## config.mk

```make
export PLATFORM = sky130hd
export DESIGN_NAME = dev_domain_resolver
export DESIGN_NICKNAME = d
export VERILOG_FILES = /design/src/rtl/rsv_pkg.sv /design/src/rtl/rid_split.sv /design/src/rtl/entry_decode.sv /design/src/rtl/walk_ctrl.sv /design/src/rtl/dev_domain_resolver.sv
export SDC_FILE = /design/constraint.sdc
export NUM_CORES = 1
export LEC_CHECK = 0
export ABC_AREA = 1
export CAP_MARGIN = 10
export CORE_ASPECT_RATIO = 0.9
export CORE_MARGIN = 1
export CORE_UTILIZATION = 35
export CTS_CLUSTER_DIAMETER = 80
export DETAILED_ROUTE_END_ITERATION = 8
export DONT_BUFFER_PORTS = 1
export SLEW_MARGIN = 20
export SYNTH_ARGS = -nofsm -noshare
export SYNTH_HDL_FRONTEND = slang
export SYNTH_HIERARCHICAL = 1
export SYNTH_SLANG_ARGS = --single-unit
```

## constraint.sdc

```tcl
create_clock -name clk -period 3.6 [get_ports clk]
set_clock_uncertainty 0.1 [all_clocks]
set_input_delay 0.18 -clock clk [delete_from_list [all_inputs] [get_ports clk]]
set_output_delay 0.18 -clock clk [all_outputs]
set_load 0.03 [all_outputs]
```

## src/rtl/rsv_pkg.sv

```systemverilog
package rsv_pkg;
  localparam int RID_W      = 16;
  localparam int IDX_W      = 8;
  localparam int DEV_W      = 5;
  localparam int FN_W       = 3;
  localparam int PAGE_SH    = 12;
  localparam int ENTRY_SH   = 4;
  localparam int TT_W       = 2;
  localparam int AW_W       = 3;
  localparam int CTX_TT_LSB = 2;
  localparam int CTX_AW_LSB = 64;
  localparam int CTX_DID_LSB = 72;

  localparam logic [1:0] LVL_ROOT = 2'd1;
  localparam logic [1:0] LVL_CTX  = 2'd2;

  typedef enum logic [1:0] {
    ST_IDLE,
    ST_ROOT_REQ,
    ST_ROOT_WAIT,
    ST_CTX_WAIT
  } walk_st_e;
endpackage

```

## src/rtl/rid_split.sv

```systemverilog
module rid_split
  import rsv_pkg::*;
(
  input  logic [RID_W-1:0] rid,
  input  logic             alt_route,
  output logic [IDX_W-1:0] bus_idx,
  output logic [IDX_W-1:0] devfn_idx,
  output logic [DEV_W-1:0] dev_num,
  output logic [IDX_W-1:0] func_num
);
  // The index into the device table is the low byte in both routing modes.
  assign bus_idx   = rid[RID_W-1 -: IDX_W];
  assign devfn_idx = rid[IDX_W-1:0];

  always_comb begin
    if (alt_route) begin
      dev_num  = '0;
      func_num = rid[IDX_W-1:0];
    end else begin
      dev_num  = rid[FN_W +: DEV_W];
      func_num = {{(IDX_W-FN_W){1'b0}}, rid[FN_W-1:0]};
    end
  end
endmodule

```

## src/rtl/entry_decode.sv

```systemverilog
module entry_decode
  import rsv_pkg::*;
#(
  parameter int ADDR_W = 48,
  parameter int DATA_W = 128,
  parameter int DID_W  = 16
) (
  input  logic [DATA_W-1:0]         data,
  output logic                      present,
  output logic [ADDR_W-PAGE_SH-1:0] ptr_page,
  output logic [TT_W-1:0]           tt,
  output logic [AW_W-1:0]           aw,
  output logic [DID_W-1:0]          did
);
  logic unused_bits;

  // Bit 0 is the present flag in both kinds of entry.
  assign present  = data[0];
  assign ptr_page = data[ADDR_W-1:PAGE_SH];
  assign tt       = data[CTX_TT_LSB +: TT_W];
  assign aw       = data[CTX_AW_LSB +: AW_W];
  assign did      = data[CTX_DID_LSB +: DID_W];
  assign unused_bits = ^data;
endmodule

```

## src/rtl/walk_ctrl.sv

```systemverilog
module walk_ctrl
  import rsv_pkg::*;
#(
  parameter int ADDR_W = 48,
  parameter int DID_W  = 16
) (
  input  logic                      clk,
  input  logic                      rst,
  input  logic                      req_valid,
  input  logic [RID_W-1:0]          req_rid,
  input  logic                      req_alt_route,
  output logic                      req_ready,
  input  logic [ADDR_W-1:0]         root_base,
  output logic [RID_W-1:0]          cur_rid,
  output logic                      cur_alt,
  input  logic [IDX_W-1:0]          bus_idx,
  input  logic [IDX_W-1:0]          devfn_idx,
  input  logic [DEV_W-1:0]          dev_num,
  input  logic [IDX_W-1:0]          func_num,
  input  logic                      ent_present,
  input  logic [ADDR_W-PAGE_SH-1:0] ent_page,
  input  logic [TT_W-1:0]           ent_tt,
  input  logic [AW_W-1:0]           ent_aw,
  input  logic [DID_W-1:0]          ent_did,
  output logic                      mem_req_valid,
  output logic [ADDR_W-1:0]         mem_req_addr,
  input  logic                      mem_rsp_valid,
  output logic                      done,
  output logic                      ok,
  output logic                      fault,
  output logic [1:0]                fault_level,
  output logic [RID_W-1:0]          fault_rid,
  output logic [DID_W-1:0]          dom_id,
  output logic [TT_W-1:0]           xlat_type,
  output logic [AW_W-1:0]           addr_width,
  output logic [DEV_W-1:0]          res_dev,
  output logic [IDX_W-1:0]          res_func
);
  walk_st_e state;
  logic     unused_base;

  assign req_ready   = (state == ST_IDLE);
  assign unused_base = ^root_base[PAGE_SH-1:0];

  always_ff @(posedge clk) begin
    if (rst) begin
      state         <= ST_IDLE;
      cur_rid       <= '0;
      cur_alt       <= 1'b0;
      mem_req_valid <= 1'b0;
      mem_req_addr  <= '0;
      done          <= 1'b0;
      ok            <= 1'b0;
      fault         <= 1'b0;
      fault_level   <= '0;
      fault_rid     <= '0;
      dom_id        <= '0;
      xlat_type     <= '0;
      addr_width    <= '0;
      res_dev       <= '0;
      res_func      <= '0;
    end else begin
      done          <= 1'b0;
      ok            <= 1'b0;
      fault         <= 1'b0;
      mem_req_valid <= 1'b0;
      case (state)
        ST_IDLE: begin
          if (req_valid) begin
            cur_rid <= req_rid;
            cur_alt <= req_alt_route;
            state   <= ST_ROOT_REQ;
          end
        end
        ST_ROOT_REQ: begin
          mem_req_valid <= 1'b1;
          mem_req_addr  <= {root_base[ADDR_W-1:PAGE_SH], bus_idx,
                            {ENTRY_SH{1'b0}}};
          state         <= ST_ROOT_WAIT;
        end
        ST_ROOT_WAIT: begin
          if (mem_rsp_valid) begin
            if (!ent_present) begin
              done        <= 1'b1;
              fault       <= 1'b1;
              fault_level <= LVL_ROOT;
              fault_rid   <= cur_rid;
              res_dev     <= dev_num;
              res_func    <= func_num;
              state       <= ST_IDLE;
            end else begin
              // Pointer bits below the page boundary are dropped here.
              mem_req_valid <= 1'b1;
              mem_req_addr  <= {ent_page, devfn_idx, {ENTRY_SH{1'b0}}};
              state         <= ST_CTX_WAIT;
            end
          end
        end
        ST_CTX_WAIT: begin
          if (mem_rsp_valid) begin
            done     <= 1'b1;
            res_dev  <= dev_num;
            res_func <= func_num;
            state    <= ST_IDLE;
            if (ent_present) begin
              ok         <= 1'b1;
              dom_id     <= ent_did;
              xlat_type  <= ent_tt;
              addr_width <= ent_aw;
            end else begin
              fault       <= 1'b1;
              fault_level <= LVL_CTX;
              fault_rid   <= cur_rid;
            end
          end
        end
        default: state <= ST_IDLE;
      endcase
    end
  end

  p_req_pulse_r11: assert property (@(posedge clk) disable iff (rst)
    mem_req_valid |=> !mem_req_valid);
  p_done_pulse_r7: assert property (@(posedge clk) disable iff (rst)
    done |=> !done);
  p_done_after_rsp_r12: assert property (@(posedge clk) disable iff (rst)
    done |-> $past(mem_rsp_valid));
  p_fault_level_r5: assert property (@(posedge clk) disable iff (rst)
    fault |-> (fault_level == LVL_ROOT || fault_level == LVL_CTX));
  p_ok_or_fault_r8: assert property (@(posedge clk) disable iff (rst)
    done |-> (ok != fault));
  p_busy_after_take_r9: assert property (@(posedge clk) disable iff (rst)
    (req_valid && req_ready) |=> !req_ready);
endmodule

```

## src/rtl/dev_domain_resolver.sv

```systemverilog
module dev_domain_resolver
  import rsv_pkg::*;
#(
  parameter int ADDR_W = 48,
  parameter int DATA_W = 128,
  parameter int DID_W  = 16
) (
  input  logic              clk,
  input  logic              rst,
  input  logic              req_valid,
  input  logic [15:0]       req_rid,
  input  logic              req_alt_route,
  output logic              req_ready,
  input  logic [ADDR_W-1:0] root_base,
  output logic              mem_req_valid,
  output logic [ADDR_W-1:0] mem_req_addr,
  input  logic              mem_rsp_valid,
  input  logic [DATA_W-1:0] mem_rsp_data,
  output logic              done,
  output logic              ok,
  output logic              fault,
  output logic [1:0]        fault_level,
  output logic [15:0]       fault_rid,
  output logic [DID_W-1:0]  dom_id,
  output logic [1:0]        xlat_type,
  output logic [2:0]        addr_width,
  output logic [4:0]        res_dev,
  output logic [7:0]        res_func
);
  logic [RID_W-1:0]          cur_rid;
  logic                      cur_alt;
  logic [IDX_W-1:0]          bus_idx, devfn_idx, func_num;
  logic [DEV_W-1:0]          dev_num;
  logic                      ent_present;
  logic [ADDR_W-PAGE_SH-1:0] ent_page;
  logic [TT_W-1:0]           ent_tt;
  logic [AW_W-1:0]           ent_aw;
  logic [DID_W-1:0]          ent_did;

  rid_split u_split (
    .rid       (cur_rid),
    .alt_route (cur_alt),
    .bus_idx   (bus_idx),
    .devfn_idx (devfn_idx),
    .dev_num   (dev_num),
    .func_num  (func_num)
  );

  entry_decode #(.ADDR_W(ADDR_W), .DATA_W(DATA_W), .DID_W(DID_W)) u_dec (
    .data     (mem_rsp_data),
    .present  (ent_present),
    .ptr_page (ent_page),
    .tt       (ent_tt),
    .aw       (ent_aw),
    .did      (ent_did)
  );

  walk_ctrl #(.ADDR_W(ADDR_W), .DID_W(DID_W)) u_ctrl (
    .clk           (clk),
    .rst           (rst),
    .req_valid     (req_valid),
    .req_rid       (req_rid),
    .req_alt_route (req_alt_route),
    .req_ready     (req_ready),
    .root_base     (root_base),
    .cur_rid       (cur_rid),
    .cur_alt       (cur_alt),
    .bus_idx       (bus_idx),
    .devfn_idx     (devfn_idx),
    .dev_num       (dev_num),
    .func_num      (func_num),
    .ent_present   (ent_present),
    .ent_page      (ent_page),
    .ent_tt        (ent_tt),
    .ent_aw        (ent_aw),
    .ent_did       (ent_did),
    .mem_req_valid (mem_req_valid),
    .mem_req_addr  (mem_req_addr),
    .mem_rsp_valid (mem_rsp_valid),
    .done          (done),
    .ok            (ok),
    .fault         (fault),
    .fault_level   (fault_level),
    .fault_rid     (fault_rid),
    .dom_id        (dom_id),
    .xlat_type     (xlat_type),
    .addr_width    (addr_width),
    .res_dev       (res_dev),
    .res_func      (res_func)
  );
endmodule

```

==> results of run 1 <==
worst max path at each step:
stage	startpoint	end	depth (start not counted)	slack (ns)
finish	u_ctrl/state[0]$_SDFFE_PP0P_	u_ctrl/mem_req_addr[13]$_SDFFE_PP0P_	9	1.20
detailed placement	u_ctrl/state[0]$_SDFFE_PP0P_	u_ctrl/res_dev[4]$_SDFFE_PP0P_	8	1.29
CTS	u_ctrl/state[0]$_SDFFE_PP0P_	u_ctrl/mem_req_addr[13]$_SDFFE_PP0P_	9	1.17
floorplan	u_ctrl/state[0]$_SDFFE_PP0P_	u_ctrl/cur_rid[0]$_SDFFE_PP0P_	7	1.82
global route	u_ctrl/state[0]$_SDFFE_PP0P_	u_ctrl/res_func[0]$_SDFFE_PP0P_	8	0.99
global placement	u_ctrl/state[0]$_SDFFE_PP0P_	u_ctrl/res_dev[4]$_SDFFE_PP0P_	8	1.30
report_power, final:
| part | switching [W] | total [W] | leakage (nW) | internal (W) |
|---|---|---|---|---|
| clock network | 0.000644 | 0.00169 | 0.285 | 0.00105 |
| registers | 0.000573 | 0.00213 | 0.973 | 0.00155 |
| logic | 0.000682 | 0.00111 | 2.07 | 0.000432 |
| total | 0.00190 | 0.00493 | 3.33 | 0.00303 |
area by class of cell:
type	instances	area, µm²
timing repair buffer	121	1204
antenna	1	2.502
clock inverter	13	146.4
fill	1648	9104
multi-input combinational	551	2300
sequential	119	2382
tap	207	259.0
clock buffer	19	442.9
inverter	92	345.3
per-stage QoR:
step | hold slack [ns] | std cells | power, W
final | 0.03658 | 1123 | 0.004931
after global routing | 0.08305 | 1123 | 0.005234
after CTS | 0.008164 | 1122 | 0.004975
after detailed placement | 0.1556 | 977 | 0.003105
after global placement | 0.1548 | 977 | 0.003089
after floorplan | 0.2209 | 886 | 0.002984
flip-flops by register name, summed over array words and instances, names as in the netlist:
name                  flops
u_ctrl/cur_rid           16
u_ctrl/dom_id            16
u_ctrl/fault_rid         16
u_ctrl/state              2
u_ctrl/ok                 1
u_ctrl/done               1
u_ctrl/mem_req_addr      44
u_ctrl/mem_req_valid      1
u_ctrl/xlat_type          2
u_ctrl/res_dev            5
u_ctrl/res_func           8
u_ctrl/cur_alt            1
u_ctrl/addr_width         3
u_ctrl/fault              1
u_ctrl/fault_level        2
cell families after synthesis:
logic type               after synthesis  share of synthesized area [%]
AO/OA/AOI/OAI                         94                          8.203
adder cells (fa/ha/maj)                6                          1.288
buffers and inverters                216                          20.03
flip-flops                           119                          40.88
other                                  1                        0.06436
AND/OR/NAND/NOR                      447                          29.53
tightest hold or removal path, stage by stage:
cell	delay, ns
nand2_1	0.03
nand2_1	0.12
nor2_1	0.07
nor2_1	0.10
synth_stat cells:
library cell / n / share of area (%)
a21oi_1: 37 / 3.2
buf_2: 15 / 1.3
o211ai_2: 1 / 0.21
clkinv_1: 1 / 0.064
nand4_1: 2 / 0.21
buf_6: 4 / 0.77
nor4_1: 1 / 0.11
nor2_4: 1 / 0.19
nor2_1: 165 / 11
ha_1: 6 / 1.3
clkbuf_1: 21 / 1.4
inv_1: 88 / 5.7
nand2_1: 258 / 17
o21ai_1: 1 / 0.086
inv_2: 3 / 0.19
nand3_1: 17 / 1.5
nor3_1: 1 / 0.086
o21ai_0: 55 / 4.7
nor2_2: 2 / 0.21
conb_1: 1 / 0.064
buf_1: 2 / 0.13
buf_4: 82 / 11
dfxtp_1: 119 / 41
routing by layer:
| layer | part of all wire, % | vias to the layer above | routed length, µm | GRT usage (%) |
|---|---|---|---|---|
| li1 | - | 2610 | - | - |
| met3 | 8.6 | 14 | 1312 | 6.536 |
| met2 | 46 | 183 | 7034 | 30.24 |
| met5 | 0 | - | 0 | 0 |
| met1 | 43 | 2234 | 6616 | 20.01 |
| met4 | 1.6 | 0 | 247 | 7.240 |
timing repair:
item                                   4_1_cts  5_1_grt
hold buffers                               113        0
buffers inserted                             0        0
setup endpoints to repair                    0        0
endpoints found under the hold margin       95        0
==> flow_summary.ini, run 1 <==
[status]
status = finished clean

[timing]
fin_crit_ns = 2.395
slew_headroom_pct = 45.80
slew_violations = 0
setup_ws_ns = 1.205
worst_pin_slew_ns = 0.8119
hold_viol_final = 0
setup_tns_ns = 0
rsz0062_at_grt = false
setup_viol = 0
fmax_mhz = 417.5
finalCritPeriodShare_pct = 66.53

[finish]
syn_to_final_growth_pct = 21.54
layout_common_cells = 258 x nand2_1, 165 x nor2_1, 119 x dfxtp_1
nets = 1105
final_area_mm2 = 0.007082
final_common_cell = nand2_1
finish.utilization_pct = 43.75
layout-drive-gt1-share_pct = 5.246

[worst_setup_path]
worstPathRequired_ns = 3.85
r2r-end = u_ctrl/mem_req_addr[13]$_SDFFE_PP0P_
end_kind = register
path_class = register to register
critPathLaunchType = register
timing.reg2reg.setup_slack_ns = 1.20
crit_buf_inv = 4
cp_slowest_stage_delay_ns = 0.54
crit_fanout = 44
r2r_start = u_ctrl/state[0]$_SDFFE_PP0P_
worst_ep_arrival_time_ns = 2.65
cpMaxStageDelayCell = dlygate4sd3_1
crit_family = buffers and inverters
cp_cell_sequence = inv_1, ha_2, inv_2, buf_4, nand2_1, nand2_1, dlygate4sd3_1, nor2_1, nor2_1
rr_worst_depth = 9

[clocking]
cts_resized = 0
insertion_delay_ns = 0.42
numCtsBuffers = 17
clkSinkCount = 119
htreeDepth = 4
clockBufferDepth = 2
cts_tree = done
path_clk_slew_ns = 0.06
root_buffer = clkbuf_16

[floorplan]
die_height_um = 124.4
rows = 44
die_w_um = 138.0
initial_utilization_pct = 36.00
num_io_pins = 302
die-area_mm2 = 0.01717
core_mm2 = 0.01619

[power_and_ir_drop]
p_leak_nw = 3.331
irDropWorstVdd_mv = 0.3488
p_per_area_mw_per_mm2 = 696.3

[synth]
syn_area_per_cell_um2 = 6.599
ys_ff_latch = 119
synth.cell_area_mm2 = 0.005827
yosysUniqueCellTypes = 23
synth_seq_area_share_pct = 40.88
syn_inst = 883
ys_warn_count = 6

[run]
drv_cap = 0

[place]
dp_slack_ns = 1.288
gp_congestion = 0.7926
place_hpwl_um = 9348
io_buffers = 0
placed_area_mm2 = 0.005359

[detailed_routing]
drt_wl_total_um = 15210
ant_nets = 0
avgViaCountPerCell = 4.489
wl_per_cell_um = 13.54
dr.first_iter.drc_count = 175
drc = 0
drt_first_pass_iters = 4
vias = 5041

[grt]
grt_overflow = 0
grt_pass1_wl_um = 24290
grt_max_degree = 54
grt_use_total_pct = 17.78
grt_antenna_before_repair = 1
grt_pass1_vias = 4842

[worst_hold_path]
hp-class = input port to register
worstHoldStart = mem_rsp_data[27]
min_to = u_ctrl/mem_req_addr[27]$_SDFFE_PP0P_
hold_path_depth = 4
Power figures use the tool's default switching activity.
==> run 2: changes to the inputs <==
==> constraint.sdc (replaced) <==
create_clock -name clk -period 2.1 [get_ports clk]
set_clock_uncertainty 0.1 [all_clocks]
set_input_delay 0.105 -clock clk [delete_from_list [all_inputs] [get_ports clk]]
set_output_delay 0.105 -clock clk [all_outputs]
set_load 0.03 [all_outputs]
==> run 2 against run 1 <==
Against the previous run: clock power rose by 60%; cell area rose by 0.55%; via count fell by 0.48%; register-to-register slack got worse by 0.99 ns; count of clock-buffer cells in the layout rose by 2; combinational power rose by 69%; die area did not move; core utilization rose by 0.24 points; global-route usage rose by 0.63 points; cell count rose by 0.71%; highest routed layer unchanged.
==> flow_summary.ini, run 2 (same netlist as run 1, synthesis figures left out) <==
[detailed_routing]
drt_first_pass_iters = 5
ant_nets = 0
avgViaCountPerCell = 4.436
dr.first_iter.drc_count = 208
vias = 5017
drc = 0
drt_wl_total_um = 15680
wl_per_cell_um = 13.86

[floorplan]
rows = 44
die_w_um = 138.0
num_io_pins = 302
die-area_mm2 = 0.01717
core_mm2 = 0.01619
initial_utilization_pct = 36.00
die_height_um = 124.4

[worst_setup_path]
worstPathRequired_ns = 2.34
crit_family = buffers and inverters
r2r-end = u_ctrl/mem_req_addr[27]$_SDFFE_PP0P_
crit_end = u_ctrl/mem_req_addr[27]$_SDFFE_PP0P_
cp_cell_sequence = inv_1, ha_2, inv_2, buf_4, nand2_1, nand2_1, nor2_1, nor2_1
timing.reg2reg.setup_slack_ns = 0.21
crit_cells = 8
path_class = register to register
worst_ep_arrival_time_ns = 2.13
r2r_start = u_ctrl/state[0]$_SDFFE_PP0P_
critPathLaunchType = register
cpMaxStageDelayCell = dfxtp_1
startpoint = u_ctrl/state[0]$_SDFFE_PP0P_
end_kind = register
crit_buf_inv = 3
rr_worst_depth = 8
crit_fanout = 44
cp_slowest_stage_delay_ns = 0.41

[timing]
rsz0062_at_grt = false
setup_tns_ns = 0
setup_viol = 0
hold_viol_final = 0
slew_headroom_pct = 53.79
slew_violations = 0
worst_pin_slew_ns = 0.6909
fmax_mhz = 530.3
setup_ws_ns = 0.2144
finalCritPeriodShare_pct = 89.79
fin_crit_ns = 1.886

[clocking]
root_buffer = clkbuf_16
numCtsBuffers = 17
cts_tree = done
clkSinkCount = 119
path_clk_slew_ns = 0.06
clockBufferDepth = 2
insertion_delay_ns = 0.41
postCtsSetupBuffers = 0
htreeDepth = 4

[finish]
nets = 1113
final_common_cell = nand2_1
final-seq-area_mm2 = 0.002382
final_area_mm2 = 0.007121
syn_to_final_growth_pct = 22.20
layout-drive-gt1-share_pct = 5.850
top_register = u_ctrl/mem_req_addr
multi_input_area_mm2 = 0.002302
largest_reg_flops = 44
fill_cells = 1603
layout_common_cells = 257 x nand2_1, 165 x nor2_1, 119 x dfxtp_1

[worst_hold_path]
hp-class = input port to register
hold_path_depth = 3
worstHoldStart = mem_rsp_data[0]

[status]
status = finished clean

[power_and_ir_drop]
p_leak_nw = 3.345
p_per_area_mw_per_mm2 = 1159
irDropWorstVdd_mv = 0.7948

[place]
io_buffers = 0
dp_slack_ns = 0.1789
placed_area_mm2 = 0.005424
place_hpwl_um = 9458
gp_congestion = 0.7939

[grt]
grt_use_total_pct = 18.42
grt_pass1_vias = 4986
grt_overflow = 0
grt_max_degree = 45
grt_antenna_before_repair = 1
grt_pass1_wl_um = 25130

[run]
drv_cap = 0
==> run 2: cell types whose count changed in the layout (fill, tap and decap cells not counted), moves of 2 or more <==
cell	delta
inv_6	-2
buf_4	+6
clkinv_4	-3
clkbuf_1	+2
clkinvlp_4	+3
==> run 2: where the power goes <==
part | internal (W) | switching, W
clock | 0.00166 | 0.00106
combinational | 0.000720 | 0.00116
sequential | 0.00267 | 0.000988
==> run 2: layout make-up <==
cell class / count / share of cell area [%]
antenna: 1 / 0.03514
clock buffer: 21 / 6.326
clock inverter: 11 / 1.406
inverter: 92 / 4.850
multi-input combinational: 551 / 32.33
sequential: 119 / 33.46
tap: 207 / 3.637
timing repair buffer: 129 / 17.96
==> run 2: how the worst min path moves through the flow <==
stage,to
after floorplan,u_ctrl/ok$_SDFF_PP0_
after global routing,u_ctrl/mem_req_addr[19]$_SDFFE_PP0P_
after detailed placement,u_ctrl/res_func[7]$_SDFFE_PP0P_
after global placement,u_ctrl/res_func[0]$_SDFFE_PP0P_
final,u_ctrl/mem_req_addr[19]$_SDFFE_PP0P_
after CTS,u_ctrl/fault_level[0]$_SDFFE_PP0P_
==> run 2: layer usage <==
metal	vias to the layer above	wire length (µm)	global-route usage, %
met5	-	0	0
met4	0	415	7.951
met3	32	1488	8.766
met2	190	7208	30.24
met1	2162	6568	20.19
li1	2633	-	-
==> run 2: per-stage QoR <==
| step | total power, W | util (%) | hold slack [ns] | std cells |
|---|---|---|---|---|
| 2_1_floorplan | 0.005115 | - | 0.1459 | 886 |
| 3_3_place_gp | 0.005382 | 33.51 | 0.07972 | 984 |
| 3_5_place_dp | 0.005403 | 33.51 | 0.08132 | 984 |
| 4_1_cts | 0.008349 | 43.96 | 0.006371 | 1130 |
| 5_1_grt | 0.008786 | 43.99 | 0.04786 | 1131 |
| 6_report | 0.008250 | 43.99 | 0.02989 | 1131 |
==> run 2: worst register-to-register path: cells and delay by family, from the launching register on <==
family,cells,cell delay [ns]
DFF,1,0.41
and+or+nand+nor,4,0.49
buffers and inverters,3,0.62
adders and majority gates,1,0.21
==> run 2: repair_timing <==
action / 4_1_cts / 5_1_grt
endpoints found under the setup margin: 0 / 5
resized for setup: 0 / 1
hold buffers: 114 / 0
endpoints found under the hold margin: 95 / 0
==> run 3: changes to the inputs <==
--- a/config.mk
+++ b/config.mk
@@ -13,6 +13,7 @@
 export CTS_CLUSTER_DIAMETER = 80
 export DETAILED_ROUTE_END_ITERATION = 8
 export DONT_BUFFER_PORTS = 1
+export PLACE_DENSITY_LB_ADDON = 0.05
 export SLEW_MARGIN = 20
 export SYNTH_ARGS = -nofsm -noshare
 export SYNTH_HDL_FRONTEND = slang
==> run 3 against run 2 <==
Against the previous run: critical endpoint is now u_ctrl/res_func[2]$_SDFFE_PP0P_; count of clock-buffer cells in the layout unchanged; core utilization hardly changed; maximum frequency rose by 1.3%; critical path depth shrank 2; global-route usage down 0.24 points; clock power about the same; combinational power down 3%; worst hold slack better by 0.056 ns; worst setup slack improved by 0.025 ns; routed wire length down 2.9%.
==> flow_summary.ini, run 3 (same netlist as run 1, synthesis figures left out) <==
[status]
status = finished clean

[finish]
nets = 1113
finish.utilization_pct = 44.00
num_antenna_cells = 0
largest_reg_flops = 44
layout_common_cells = 257 x nand2_1, 165 x nor2_1, 119 x dfxtp_1
syn_to_final_growth_pct = 22.22
final_common_cell = nand2_1
top_register = u_ctrl/mem_req_addr
layout-drive-gt1-share_pct = 5.646
final_cells = 1128

[place]
dp.cells = 982
gp_congestion = 0.7542
place_hpwl_um = 9640
io_buffers = 0

[grt]
grt_pass1_wl_um = 24900
grt_overflow = 0
grt_max_degree = 67
grt_pass1_vias = 4837
grt_antenna_before_repair = 0
grt_use_total_pct = 18.18

[floorplan]
die-area_mm2 = 0.01717
initial_utilization_pct = 36.00
rows = 44
core_mm2 = 0.01619
num_io_pins = 302
die_height_um = 124.4
die_w_um = 138.0

[power_and_ir_drop]
irDropWorstVdd_mv = 0.6984
p_per_area_mw_per_mm2 = 1156
p_leak_nw = 3.357
finalPower_w = 0.008232

[timing]
hold_viol_final = 0
slew_headroom_pct = 57.86
fmax_mhz = 537.4
fin_crit_ns = 1.861
setup_viol = 0
rsz0062_at_grt = false
worst_pin_slew_ns = 0.6301
finalCritPeriodShare_pct = 88.61
setup_tns_ns = 0
hold_slack_ns = 0.08547
slew_violations = 0

[worst_setup_path]
path_class = register to register
end_kind = register
critPathLaunchType = register
worstPathRequired_ns = 2.33
worst_ep_arrival_time_ns = 2.09
crit_fanout = 13

[detailed_routing]
ant_nets = 0
drt_wl_total_um = 15220
avgViaCountPerCell = 4.501
dr.first_iter.drc_count = 245
drc = 0
wl_per_cell_um = 13.49
drt_first_pass_iters = 5
vias = 5077

[clocking]
clockBufferDepth = 2
numCtsBuffers = 17
cts_tree = done
clkSinkCount = 119
path_clk_slew_ns = 0.05
htreeDepth = 4
insertion_delay_ns = 0.41
root_buffer = clkbuf_16

[run]
drv_cap = 0

[worst_hold_path]
hp-class = input port to register
## run 3: cell types whose count changed in the layout (fill, tap and decap cells not counted)
cell,delta
bufinv_16,+1
inv_6,-2
diode_2,-1
clkinvlp_4,-3
clkinv_4,+1
clkinv_2,+1
## run 3: stage by stage
stage | cell area, µm² | setup slack, ns
after floorplan | 5838 | 0.3171
after global placement | 5409 | 0.1436
after detailed placement | 5409 | 0.08591
after CTS | 7104 | 0.08062
after global routing | 7122 | 0.06516
final | 7122 | 0.2393
## run 3: metal layers
| metal | vias to the layer above | global-route usage (%) | share of wire (%) |
|---|---|---|---|
| li1 | 2628 | - | - |
| met1 | 2256 | 21.02 | 43 |
| met2 | 166 | 29.97 | 46 |
| met3 | 27 | 7.266 | 8.2 |
| met4 | 0 | 6.981 | 1.9 |
| met5 | - | 0 | 0 |
## run 3: path summary, 6_finish.rpt
kind | cells after the start | start | slack, ns | to
setup / recovery | 6 | u_ctrl/state[0]$_SDFFE_PP0P_ | 0.24 | u_ctrl/res_func[2]$_SDFFE_PP0P_
hold / removal | 4 | req_valid | 0.09 | u_ctrl/cur_alt$_SDFFE_PP0P_
hold reg to reg | 2 | u_ctrl/cur_rid[9]$_SDFFE_PP0P_ | 0.41 | u_ctrl/cur_rid[9]$_SDFFE_PP0P_
setup reg to reg | 6 | u_ctrl/state[0]$_SDFFE_PP0P_ | 0.24 | u_ctrl/res_func[2]$_SDFFE_PP0P_
## run 3: power breakdown
group	internal (W)	switching, W	total [W]
clock	0.00175	0.000988	0.00274
combinational	0.000694	0.00114	0.00183
sequential	0.00267	0.000994	0.00366
total	0.00511	0.00312	0.00823
## run 3: critical path, cell delays in order, from the launching register on
cell     delay, ns
dfxtp_1       0.40
inv_1         0.12
ha_1          0.30
o21ai_1       0.35
buf_4         0.26
nand3_1       0.11
a21oi_1       0.15
## run 3: layout make-up
| cell class | count | area, µm² |
|---|---|---|
| Clock buffer | 21 | 450.4 |
| Sequential cell | 119 | 2382 |
| Inverter | 92 | 345.3 |
| Clock inverter | 9 | 103.9 |
| Multi-Input combinational cell | 551 | 2302 |
| Tap cell | 207 | 259.0 |
| Fill cell | 1644 | 9064 |
| Timing Repair Buffer | 129 | 1279 |
## run 3: timing repair
item | CTS | global route
hold buffers | 114 | 0
setup buffers | 0 | 2
endpoints found under the setup margin | 0 | 25
hold endpoints to repair | 95 | 0
resized for setup | 0 | 1
